`config.mk`:
```
export PLATFORM = sky130hd
export DESIGN_NAME = detect_debounce
export DESIGN_NICKNAME = d
export VERILOG_FILES = /design/src/rtl/detect_debounce_pkg.sv /design/src/rtl/dd_sync2.sv /design/src/rtl/dd_glitch.sv /design/src/rtl/dd_qualify.sv /design/src/rtl/detect_debounce.sv
export SDC_FILE = /design/constraint.sdc
export NUM_CORES = 1
export LEC_CHECK = 0
export ABC_AREA = 0
export BUFFER_PORTS_ARGS = -buffer_cell sky130_fd_sc_hd__buf_2
export CAP_MARGIN = 0
export CORE_ASPECT_RATIO = 0.8
export CORE_MARGIN = 10
export CORE_UTILIZATION = 65
export CTS_BUF_LIST = sky130_fd_sc_hd__clkbuf_8
export DETAILED_ROUTE_END_ITERATION = 10
export PLACE_DENSITY_LB_ADDON = 0.12
export SYNTH_ARGS = -nofsm -noshare
export SYNTH_HDL_FRONTEND = slang
export SYNTH_SLANG_ARGS = --single-unit
```
`constraint.sdc`:
```
create_clock -name clk -period 4.2 [get_ports clk]
set_input_delay 0.84 -clock clk [delete_from_list [all_inputs] [get_ports clk]]
set_output_delay 0.84 -clock clk [all_outputs]
set_load 0.01 [all_outputs]
```
`src/rtl/detect_debounce_pkg.sv`:
```
package detect_debounce_pkg;
  localparam int GLITCH_W   = 4;
  localparam int HOLD_W     = 12;
  localparam int SCALE_LOG2 = 10;
  localparam int NUM_LINES  = 2;
  localparam int QCNT_W     = HOLD_W + SCALE_LOG2;
endpackage

```
`src/rtl/dd_sync2.sv`:
```
module dd_sync2 (
  input  logic clk,
  input  logic rst_n,
  input  logic din,
  output logic dout
);
  logic stage1_q;
  logic stage2_q;

  always_ff @(posedge clk or negedge rst_n) begin
    if (!rst_n) begin
      stage1_q <= 1'b0;
      stage2_q <= 1'b0;
    end else begin
      stage1_q <= din;
      stage2_q <= stage1_q;
    end
  end

  assign dout = stage2_q;
endmodule

```
`src/rtl/dd_glitch.sv`:
```
module dd_glitch #(
  parameter int CNT_W = 4
) (
  input  logic             clk,
  input  logic             rst_n,
  input  logic             sync_in,
  input  logic [CNT_W-1:0] limit,
  output logic             clean
);
  logic             level_q, level_d;
  logic [CNT_W-1:0] cnt_q, cnt_d;
  logic             differ;
  logic             accept;

  always_comb begin
    differ  = (sync_in != level_q);
    accept  = differ && (cnt_q >= limit);
    level_d = level_q;
    cnt_d   = cnt_q;
    if (!differ) begin
      cnt_d = '0;
    end else if (accept) begin
      level_d = sync_in;
      cnt_d   = '0;
    end else begin
      cnt_d = cnt_q + 1'b1;
    end
  end

  always_ff @(posedge clk or negedge rst_n) begin
    if (!rst_n) begin
      level_q <= 1'b0;
      cnt_q   <= '0;
    end else begin
      level_q <= level_d;
      cnt_q   <= cnt_d;
    end
  end

  assign clean = level_q;

  AST_GLITCH_FOLLOW: assert property (@(posedge clk) disable iff (!rst_n)
    (clean != $past(clean)) |-> ($past(sync_in) == clean));
endmodule

```
`src/rtl/dd_qualify.sv`:
```
module dd_qualify #(
  parameter int HOLD_W     = 12,
  parameter int SCALE_LOG2 = 10
) (
  input  logic              clk,
  input  logic              rst_n,
  input  logic              clean_in,
  input  logic [HOLD_W-1:0] hold,
  output logic              level,
  output logic              rise,
  output logic              fall
);
  localparam int CW = HOLD_W + SCALE_LOG2;

  logic          level_q, level_d;
  logic          rise_q, rise_d;
  logic          fall_q, fall_d;
  logic [CW-1:0] cnt_q, cnt_d;
  logic [CW-1:0] span;
  logic          differ;
  logic          accept;

  assign span = {hold, {SCALE_LOG2{1'b0}}};

  always_comb begin
    differ  = (clean_in != level_q);
    accept  = differ && (cnt_q >= span);
    level_d = level_q;
    cnt_d   = cnt_q;
    rise_d  = 1'b0;
    fall_d  = 1'b0;
    if (!differ) begin
      cnt_d = '0;
    end else if (accept) begin
      level_d = clean_in;
      cnt_d   = '0;
      rise_d  = clean_in;
      fall_d  = !clean_in;
    end else begin
      cnt_d = cnt_q + 1'b1;
    end
  end

  always_ff @(posedge clk or negedge rst_n) begin
    if (!rst_n) begin
      level_q <= 1'b0;
      cnt_q   <= '0;
      rise_q  <= 1'b0;
      fall_q  <= 1'b0;
    end else begin
      level_q <= level_d;
      cnt_q   <= cnt_d;
      rise_q  <= rise_d;
      fall_q  <= fall_d;
    end
  end

  assign level = level_q;
  assign rise  = rise_q;
  assign fall  = fall_q;

  AST_LEVEL_SOURCE: assert property (@(posedge clk) disable iff (!rst_n)
    (level != $past(level)) |-> ($past(clean_in) == level));
  AST_RISE_EDGE: assert property (@(posedge clk) disable iff (!rst_n)
    rise |-> (level && !$past(level)));
  AST_FALL_EDGE: assert property (@(posedge clk) disable iff (!rst_n)
    fall |-> (!level && $past(level)));
  AST_EVENT_EXCL: assert property (@(posedge clk) disable iff (!rst_n)
    !(rise && fall));
  AST_RISE_ONE: assert property (@(posedge clk) disable iff (!rst_n)
    rise |=> !rise);
endmodule

```
`src/rtl/detect_debounce.sv`:
```
module detect_debounce
  import detect_debounce_pkg::*;
(
  input  logic                clk,
  input  logic                rst_n,
  input  logic                plug_raw,
  input  logic                sense_raw,
  input  logic [GLITCH_W-1:0] plug_glitch,
  input  logic [HOLD_W-1:0]   plug_hold,
  input  logic [GLITCH_W-1:0] sense_glitch,
  input  logic [HOLD_W-1:0]   sense_hold,
  output logic                plug_level,
  output logic                sense_level,
  output logic                plug_rise,
  output logic                plug_fall,
  output logic                sense_rise,
  output logic                sense_fall
);
  logic rst_meta_q, rst_sync_q;

  always_ff @(posedge clk or negedge rst_n) begin
    if (!rst_n) begin
      rst_meta_q <= 1'b0;
      rst_sync_q <= 1'b0;
    end else begin
      rst_meta_q <= 1'b1;
      rst_sync_q <= rst_meta_q;
    end
  end

  logic [NUM_LINES-1:0]                raw_v, sync_v, clean_v, lvl_v, rise_v, fall_v;
  logic [NUM_LINES-1:0][GLITCH_W-1:0]  glitch_v;
  logic [NUM_LINES-1:0][HOLD_W-1:0]    hold_v;

  assign raw_v    = {sense_raw, plug_raw};
  assign glitch_v = {sense_glitch, plug_glitch};
  assign hold_v   = {sense_hold, plug_hold};

  for (genvar i = 0; i < NUM_LINES; i++) begin : g_line
    dd_sync2 u_sync (
      .clk   (clk),
      .rst_n (rst_sync_q),
      .din   (raw_v[i]),
      .dout  (sync_v[i])
    );
    dd_glitch #(.CNT_W(GLITCH_W)) u_glitch (
      .clk     (clk),
      .rst_n   (rst_sync_q),
      .sync_in (sync_v[i]),
      .limit   (glitch_v[i]),
      .clean   (clean_v[i])
    );
    dd_qualify #(.HOLD_W(HOLD_W), .SCALE_LOG2(SCALE_LOG2)) u_qual (
      .clk      (clk),
      .rst_n    (rst_sync_q),
      .clean_in (clean_v[i]),
      .hold     (hold_v[i]),
      .level    (lvl_v[i]),
      .rise     (rise_v[i]),
      .fall     (fall_v[i])
    );
  end

  assign plug_level  = lvl_v[0];
  assign sense_level = lvl_v[1];
  assign plug_rise   = rise_v[0];
  assign plug_fall   = fall_v[0];
  assign sense_rise  = rise_v[1];
  assign sense_fall  = fall_v[1];

  AST_NO_RESET_EVENT: assert property (@(posedge clk) disable iff (!rst_n)
    !rst_sync_q |-> !(plug_rise || sense_rise || plug_fall || sense_fall));
endmodule

```
Word level (Yosys, flattened, before mapping)
Cells that the tools add are included.
Widths: inputs -> output; s select.
- word-level logic and storage cells: 56
- input bits: 36
- flip-flop bits (word level): 66
- output and inout port bits: 6
- equality and inequality tests: 4
- add/sub/neg operators: 4
- muxes and demuxes: 16
- reductions and logical operators: 10
- $lt $le $gt $ge: 4
- operator list (kind ; number):
    $mux 22 ; 4
    $add 22x1->22 const B ; 2
    $ge 22x22->1 ; 2
    $mux 4 ; 4
    $add 4x1->4 const B ; 2
    $ge 4x4->1 ; 2
    $mux 1 ; 8
    $reduce_and 2->1 ; 4
    $logic_and 1x1->1 ; 4
    $ne 1x1->1 ; 4
    $logic_not 1->1 ; 2

Depth between registers and ports, before layout
- depth after elaboration: 4
- gate-level depth with buffers: 8
- gate-level depth less buffers: 7

Modules after synthesis
From an unflattened synthesis, not the netlist that was laid out.
- cell total of the unflattened synthesis: 389
- area total of the unflattened synthesis: 3839.9 µm²
- by module, submodules not included (module ; area each (µm²) ; instances ; cells an instance ; sequential area each (µm²)):
    dd_qualify ; 1514.0 ; 2 ; 161 ; 625.6
    dd_glitch ; 329.1 ; 2 ; 30 ; 125.1
    dd_sync2 ; 50.0 ; 2 ; 2 ; 50.0
    detect_debounce ; 53.8 ; 1 ; 3 ; 50.0

Worst setup path after synthesis
No wires, ideal clock.
- kind: input to register
- start point: in sense_hold[3]
- end point: reg g_line[1].u_qual.level_q
- cell stages on the path: 7
- path slack: 1.700 ns
- data required time: 4.075 ns
- data arrival time: 2.375 ns
- cell sequence: inv_1 -> ha_1 -> nand2_1 -> or4_1 -> a41o_1 -> and2_4 -> mux2_4
- longest elaborated chain between the ends: 3
- RTL lines (what ; RTL line ; text):
    start, declared ; detect_debounce.sv:11 ; input logic [HOLD_W-1:0] sense_hold,
    $ge 22x22->1 ; dd_qualify.sv:27 ; accept = differ && (cnt_q >= span);
    $logic_and 1x1->1 ; dd_qualify.sv:27 ;
    $reduce_and 2->1 (no source line) ; n/a ;
    end signal, assigned ; dd_qualify.sv:51 ; level_q <= level_d;
    end, declared ; dd_qualify.sv:15 ; logic level_q, level_d;
Every way passes these cells.
A chain may end at the register's enable or synchronous reset.

Final worst setup path
- start point: reg g_line[1].u_qual.cnt_q[0]
- end point: reg g_line[1].u_qual.cnt_q[4]
- longest elaborated chain between the ends: 4
- elaborated cells on any way between the ends: 5
- classes of those cells: 1 x add/sub; 1 x order compare; 2 x mux; 1 x reduce/logical
- RTL lines (what ; RTL line ; text):
    start, declared ; dd_qualify.sv:18 ; logic [CW-1:0] cnt_q, cnt_d;
    start signal, assigned ; dd_qualify.sv:52 ; cnt_q <= cnt_d;
    $ge 22x22->1 ; dd_qualify.sv:27 ;
    $logic_and 1x1->1 ; dd_qualify.sv:27 ;
    $mux 22 * ; dd_qualify.sv:34 ; end else if (accept) begin
    $mux 22 * ; dd_qualify.sv:32 ; if (!differ) begin
    named net g_line[1].u_qual.cnt_d[4] ; dd_qualify.sv:18 ;
The timed path passes the listed nets; every way through them passes the cells marked *.

==> results.yml <==
timing:
  worst_pin_slew_ps: 896
  fmax_mhz: 366
  fin_tns_setup_ps: 0
  finClkSkew_ps: 5.30
  relSlewSlack_pct: 39.7
  slew_violations: 0
  hold_violations: 0
  rsz0062_at_grt: "false"
  setup_viol: 0
  min_period_ps: 2730
  post-route-period-util_pct: 65.0
  setup_slack_ps: 1470
cts:
  cts_hold_buf: 0
  numCtsBuffers: 9
  clk_latency_ps: 340
  cts_resized: 0
  post_cts.repair.setup_buffers: 0
  clock_sinks: 66
  cts_buffer_depth: 2
  cts_tree: "built"
  clk_root_buffer_cell: "clkbuf_8"
  clkSlewWorstSetupHoldPaths_ps: 70
  h-tree-depth: 3
pwr:
  ir_drop_v: 0.000294
  p_leak_nw: 2.15
  power_mw: 1.74
  power.density_nw_per_um2: 406
synth:
  syn_avg_cell_area_um2: 9.62
  synth-edff-count: 0
  yosysUniqueCellTypes: 37
  synth_fp_nets: 462
  synth_cells: 388
  yosys_register_bits: 66
  yosysWarnings: 0
  yosysSeqAreaShare_pct: 44.2
  async_flop_share_pct: 100
  synthFlopType: "dfrtp_1"
  synthesis.area_um2: 3730
route:
  totalWireLength_mm: 7.54
  vias: 2808
  drt_iter0_drc: 146
  drt_first_pass_iters: 4
  via_per_inst: 5.40
  avgRoutedWirePerCell_um: 14.5
  postRouteAntennaNets: 0
  drc: 0
final_layout:
  syn_to_final_growth_pct: 14.5
  nets: 511
  final_cell_mix: "dfrtp_1 (65), nor2_1 (59), inv_1 (48), buf_2 (41), ha_1 (38)"
  final_common_cell: "dfrtp_1"
  drive_gt1_share_pct: 15.4
  antenna_cells: 0
critical_path:
  cp_top_family: "simple AND/OR/NAND/NOR gates"
  startpoint_type: "flip-flop"
  crit_chain: "inv_1, ha_1, or4b_1, or4_1, a41o_1, nand2_1, nor2_1"
  path_class: "flip-flop to flip-flop"
  worstPathArrival_ps: 2920
  cp-end-kind: "flip-flop"
  path_buf_inv: 1
  slowest_stage: "nand2_1"
  crit_required_ps: 4390
  crit_fanout: 21
  critPathMaxStageDelay_ps: 550
placed_design:
  dp_hpwl_mm: 5.51
  place.gp.congestion: 0.791
  io_buffers: 41
  dp_slack_ps: 1260
global_route:
  grt_max_degree: 65
  grt_usage_pct: 17.3
  grt_remaining_overflow: 0
  antenna_found_initial: 0
  grt_pass1_wl_mm: 13.0
  grt_pass1_vias: 2781
floorplan:
  die_h_um: 87.8
  fp.coreArea_um2: 5500
  initial_core_util_pct: 67.9
  die_w_um: 105
  rows: 24
  fp.dieArea_um2: 9190
  io_pins: 42
min_path:
  min_path_type: "input pin to async pin"
run_status:
  status: "finished, final reports clean"
run:
  max-cap-violations: 0
cell type report:
class	count	area, um2
clock buffers	10	138
clock inverters	6	113
fillers	383	1220
inverters	48	180
multi-input cells	270	1880
flip-flops and latches	66	1650
well taps	78	97.6
repair buffers	42	213
metal layers:
layer / vias to the layer above / track usage, % / share of wire [%]
li1: 1391 / - / -
met1: 1340 / 21.2 / 45
met2: 69 / 28.7 / 48
met3: 8 / 5.87 / 5.9
met4: 0 / 4.73 / 0.98
met5: - / 0 / 0
cell families after synthesis:
group	after synthesis	synth area share (%)
and+or+nand+nor	155	20.5
DFF	66	44.2
buffers and inverters	52	5.36
xor gates and xnor gates	48	11.3
adders and majority gates	38	12.7
AOI/OAI and AO/OA	24	4.39
muxes	4	1.41
other	1	0.100
path summary, 6_finish.rpt:
path                                            from                         to  slack, ps  depth (start not counted)
max in group asynchronous                 rst_sync_q  g_line[1].u_qual.cnt_q[6]       3260                          1
min reg2reg                               rst_meta_q                 rst_sync_q        350                          0
max reg2reg                g_line[1].u_qual.cnt_q[0]  g_line[1].u_qual.cnt_q[4]       1470                          7
max                        g_line[1].u_qual.cnt_q[0]  g_line[1].u_qual.cnt_q[4]       1470                          7
min in group clk                          rst_meta_q                 rst_sync_q        350                          0
min                                            rst_n                 rst_sync_q        270                          1
per-stage QoR:
stage,util [%],instance area [um2],hold WS [ps],cells
finish,77.8,4280,267,520
detailed placement,73.2,4030,342,504
global placement,73.2,4030,335,504
CTS,77.8,4280,253,520
global route,77.8,4280,244,520
floorplan,-,3730,331,388
registers in the layout, indices dropped and copies added (netlist names):
signal / count
g_line.u_glitch.clean: 2
g_line.u_glitch.cnt_q: 8
g_line.u_qual.cnt_q: 44
g_line.u_qual.fall: 2
g_line.u_qual.level: 2
g_line.u_qual.rise: 2
g_line.u_sync.dout: 2
g_line.u_sync.stage1_q: 2
rst_meta_q: 1
rst_sync_q: 1
power breakdown:
group	switching, mW	total (mW)	internal [mW]
Combinational	0.189	0.319	0.131
Sequential	0.0717	0.763	0.691
Clock	0.243	0.655	0.412
Total	0.504	1.74	1.23
Yosys cell counts, drive strengths merged (2+ instances only):
master	instances	area [um2]
a211o	2	18.8
a211oi	2	15.0
a21boi	2	15.0
a21o	2	15.0
a21oi	6	30.0
a41o	2	20.0
and2	3	23.8
and3	7	45.1
and4	4	36.3
buf	4	20.0
dfrtp	66	1650
ha	38	475
inv	48	180
mux2	4	52.6
nand2	22	82.6
nand2b	3	18.8
nand3	19	95.1
nand4	10	62.6
nor2	59	221
nor2b	2	12.5
nor3	9	45.0
nor3b	4	30.0
nor4	6	37.5
o211ai	2	15.0
o21ai	4	20.0
o21bai	2	15.0
or4	5	37.5
xnor2	24	210
xor2	24	210
worst reg2reg max path, cell delays in order, from the launching register on:
cell     delay [ps]
dfrtp_1         430
inv_1            80
ha_1            120
or4b_1          460
or4_1           500
a41o_1          310
nand2_1         550
nor2_1          140
Power figures use the tool's default switching activity.
